### src/rtl/fp32_mul.sv
module fp32_mul #(
  parameter int EW = 8,
  parameter int FW = 23
) (
  input  logic            clk,
  input  logic            rst_n,
  input  logic            in_valid,
  input  logic [EW+FW:0]  a,
  input  logic [EW+FW:0]  b,
  output logic            out_valid,
  output logic [EW+FW:0]  result,
  output logic            ovf,
  output logic            unf
);
  localparam int W    = EW + FW + 1;
  localparam int MW   = FW + 1;
  localparam int PW   = 2 * MW;
  localparam int XW   = EW + 3;
  localparam int BIAS = (1 << (EW - 1)) - 1;
  localparam int EMAX = (1 << EW) - 1;

  // stage 1: sign, exponent sum, raw significand product
  logic                 p_vld, p_sign, p_zero;
  logic signed [XW-1:0] p_exp;
  logic [PW-1:0]        p_prod;

  wire [EW-1:0] ea = a[W-2:FW];
  wire [EW-1:0] eb = b[W-2:FW];
  wire [MW-1:0] ma = {1'b1, a[FW-1:0]};
  wire [MW-1:0] mb = {1'b1, b[FW-1:0]};

  always_ff @(posedge clk or negedge rst_n) begin
    if (!rst_n) begin
      p_vld  <= 1'b0;
      p_sign <= 1'b0;
      p_zero <= 1'b0;
      p_exp  <= '0;
      p_prod <= '0;
    end else begin
      p_vld <= in_valid;
      if (in_valid) begin
        p_sign <= a[W-1] ^ b[W-1];
        p_zero <= (ea == '0) || (eb == '0);
        p_exp  <= $signed(XW'(ea)) + $signed(XW'(eb)) - $signed(XW'(BIAS));
        p_prod <= PW'(ma) * PW'(mb);
      end
    end
  end

  // stage 2: normalize, round to nearest even, renormalize, clamp
  wire top = p_prod[PW-1];

  logic [MW-1:0] keep;
  logic          rbit, sbit;

  always_comb begin
    if (top) begin
      keep = p_prod[PW-1:MW];
      rbit = p_prod[MW-1];
      sbit = |p_prod[MW-2:0];
    end else begin
      keep = p_prod[PW-2:MW-1];
      rbit = p_prod[MW-2];
      sbit = |p_prod[MW-3:0];
    end
  end

  wire          inc   = rbit & (sbit | keep[0]);
  wire [MW:0]   sum   = {1'b0, keep} + (MW+1)'(inc);
  wire          carry = sum[MW];
  wire [FW-1:0] frac  = carry ? sum[FW:1] : sum[FW-1:0];

  wire signed [XW-1:0] e_fin = p_exp + $signed(XW'(top)) + $signed(XW'(carry));
  wire big  = e_fin >= $signed(XW'(EMAX));
  wire tiny = e_fin <= $signed(XW'(0));

  always_ff @(posedge clk or negedge rst_n) begin
    if (!rst_n) begin
      out_valid <= 1'b0;
      result    <= '0;
      ovf       <= 1'b0;
      unf       <= 1'b0;
    end else begin
      out_valid <= p_vld;
      ovf       <= p_vld & ~p_zero & big;
      unf       <= p_vld & ~p_zero & tiny;
      if (p_vld) begin
        if (p_zero || tiny)
          result <= {p_sign, {(W-1){1'b0}}};
        else if (big)
          result <= {p_sign, {EW{1'b1}}, {FW{1'b0}}};
        else
          result <= {p_sign, e_fin[EW-1:0], frac};
      end
    end
  end
endmodule

### config.mk
export PLATFORM = sky130hd
export DESIGN_NAME = fp32_mul
export DESIGN_NICKNAME = d
export VERILOG_FILES = /design/src/rtl/fp32_mul.sv
export SDC_FILE = /design/constraint.sdc
export NUM_CORES = 2
export LEC_CHECK = 0
export BUFFER_PORTS_ARGS = -buffer_cell sky130_fd_sc_hd__buf_4
export CAP_MARGIN = 20
export CORE_AREA = 4 4 265 163
export DETAILED_ROUTE_END_ITERATION = 8
export DIE_AREA = 0 0 269 167
export PLACE_DENSITY_LB_ADDON = 0.12
export SLEW_MARGIN = 20
export SYNTH_ARGS = -nofsm -noshare
export SYNTH_HDL_FRONTEND = slang
export SYNTH_SLANG_ARGS = --single-unit
### constraint.sdc
create_clock -name clk -period 6.4 [get_ports clk]
set_clock_uncertainty 0.05 [all_clocks]
set_input_delay 1.28 -clock clk [delete_from_list [all_inputs] [get_ports clk]]
set_output_delay 1.28 -clock clk [all_outputs]
set_load 0.05 [all_outputs]
==> results.cfg <==
[floorplan]
die-area_um2 = 44900
initial_core_util_pct = 60.0
row_count = 57
core_area_um2 = 40400
fp.dieH_um = 167
die_x_um = 269
ioPinCount = 102

[logic_synthesis]
synth_edf_count = 0
synthSimpleGateAreaFrac_pct = 15.9
synth-xor-area-share_pct = 3.11
syn_avg_cell_area_um2 = 8.99
synth-seq-cells = 96
synth-compound-area-share_pct = 6.70
ys_seq_area_share_pct = 9.91
synthFlopType = dfrtp_1
async_flop_share_pct = 100
synth.distinct_cells = 72
synthAdderAreaFrac_pct = 49.8
syn_nets = 3439
ys_warn_count = 0
syn-cell-area_um2 = 24200
synth_top_family_by_area = adder cells
synthMuxAreaShare_pct = 2.58
synth_cells = 2698

[grt]
grt_use_total_pct = 31.7
overflow = 0
grt_pass1_wl_mm = 112
grt_max_degree = 74
antenna_found_initial = 1
grt_pass1_vias = 21100

[layout]
drive_above_1_share_pct = 25.2
most-common-layout-cells = 583 x inv_1, 456 x fa_1, 310 x buf_4
nets = 3737
n_antenna_cell = 0
syn2layout_area_growth_pct = 23.6
final_area_um2 = 30000
layout_commonest_cell = inv_1

[cts]
cts.sinks = 96
numCtsBuffers = 9
cts-root-buf = clkbuf_16
cts_tree = yes
clk_path_buf_depth = 2
clk_pin_slew_ns = 0.08
htree_levels = 3
clock_latency_ns = 0.37

[worst_setup_path]
timing.critical_path.from = a[13]
r2r_start = p_prod[47]
required_ns = 6.61
cp_slowest_stage_delay_ns = 0.57
cp_slowest_cell = fa_2
worst-path-max-fanout = 6
critPathLaunchType = input pin
crit_top_cell = inv_2
cpLargestDelayFamily = adder cells
crit_buf_inv = 9
cp-end-kind = register
path_class = in -> reg
arrival_ns = 7.39

[detailed_routing]
vias_per_cell = 5.52
first_pass_iters = 6
drtIter0Drc = 1619
drcViolationCount = 0
wl_per_cell_um = 19.8
ant_nets = 0
vias = 19500
wirelength_mm = 70.0

[run_status]
status = finished with violations
failed_checks = setup timing

[timing]
min_period_ns = 7.19
finalSetupViolations = 34
worstMarginPinSlew_ns = 0.928
finalHoldViolCount = 0
fmax_ghz = 0.139
finalCritPeriodShare_pct = 112
setup_slack_ns = -0.788
slew_headroom_pct = 38.1
drv_slew = 0
rsz0062_at_grt = true

[flow_run]
max_cap_violations = 0

[hold_path]
hold_path_startpoint = p_prod[4]
hp-class = reg -> reg

[placement]
portBuffers = 101
place.gp.congestion = 0.930
placed_area_um2 = 27700
dp_hpwl_mm = 57.7
metrics by stage:
| stage | cells | utilization, % | worst slack [ns] | hold slack, ns | setup TNS [ns] |
|---|---|---|---|---|---|
| 2_1_floorplan | 2698 | - | -0.821 | 0.302 | -15.21 |
| 3_3_place_gp | 3469 | 68.5 | -1.22 | 0.425 | -34.46 |
| 3_5_place_dp | 3469 | 68.5 | -1.36 | 0.448 | -37.84 |
| 4_1_cts | 3518 | 72.0 | -0.817 | 0.464 | -18.12 |
| 5_1_grt | 3532 | 74.1 | -0.925 | 0.483 | -25.69 |
| 6_report | 3532 | 74.1 | -0.788 | 0.463 | -20.16 |
flip-flops by register name, summed over array words and instances, names as in the netlist:
register	count
p_zero	1
out_valid	1
result	32
p_exp	10
p_prod	48
p_vld	1
unf	1
ovf	1
p_sign	1
cell families after synthesis:
logic type	Yosys count
compound gates	249
xor+xnor	86
fa+ha+maj	674
buf+inv	768
flops	96
mux	56
simple gates	769
routing by layer:
layer	GRT usage (%)	wire [µm]	vias up
met5	0	109	-
met3	10.1	6970	114
li1	-	-	8701
met1	45.7	30700	9912
met2	48.2	30900	769
met4	5.38	1330	4
final cells by class:
class / instances / area [µm²]
clock buffers: 9 / 225
clock inverters: 7 / 81.3
fillers: 2845 / 10500
inverters: 630 / 2380
multi-input cells: 1834 / 20200
flip-flops and latches: 96 / 2400
well taps: 531 / 664
repair buffers: 425 / 4020
final timing paths:
path	endpoint	slack [ns]	cells past startpoint
max	p_prod[32]	-0.79	27
min	p_prod[4]	0.46	1
max reg2reg	result[11]	0.46	19
min reg2reg	p_prod[4]	0.46	1
max in group asynchronous	p_prod[47]	4.24	2
min in group asynchronous	p_zero	0.76	1
worst register-to-register path, cell delays in order, from the launching register on:
cell and delay, ns:
dfrtp_2 0.50, buf_4 0.48, mux2_2 0.28, o2111ai_1 0.19
or2_1 0.37, nor2_4 0.26, nand2_1 0.14, or2_4 0.32
inv_1 0.23, fa_1 0.30, ha_1 0.28, xor2_1 0.12
or3_1 0.33, nor3_1 0.33, a32oi_1 0.16, a311o_1 0.32
and3b_1 0.31, nand2b_4 0.24, nand2b_1 0.43, o22ai_1 0.18
synth_stat cells (4+ instances only):
cell type  instances  area, µm²
a21oi_1           64        320
o21ai_0           53        265
nand2b_1           4       25.0
a211oi_1           6       45.0
buf_2              7       35.0
nor4_1            11       68.8
xor2_1            28        245
inv_1            627       2350
mux2_2            52        586
xnor2_1           58        508
or3_1              4       25.0
o32ai_1            5       43.8
a21o_1            25        188
dfrtp_1           96       2400
and2_1           265       1660
o21bai_1          12       90.1
nand4_1           18        113
clkbuf_1         122        458
mux2i_1            4       40.0
nor3_1            10       50.1
and3_1             8       50.1
ha_1             190       2380
nor2_1            73        274
nand2_1          320       1200
a31oi_1            7       43.8
o21a_1            10       75.1
fa_1             484       9690
o22ai_1           24        150
nand3_1           23        115
o2111ai_1          4       35.0
nor2b_1            9       56.3
buf_1              4       15.0
o211ai_1           5       37.5
timing repair:
action / 4_1_cts / 5_1_grt
cloned: 1 / 2
pin swaps: 82 / 110
endpoints found under the setup margin: 36 / 36
hold buffers: 0 / 0
endpoints found under the hold margin: 0 / 0
buffers inserted: 33 / 18
gates resized for setup: 199 / 181
Power is left out: the tool's default activity adds up to more than one toggle a clock period on the data nets, which glitch-free logic cannot reach.
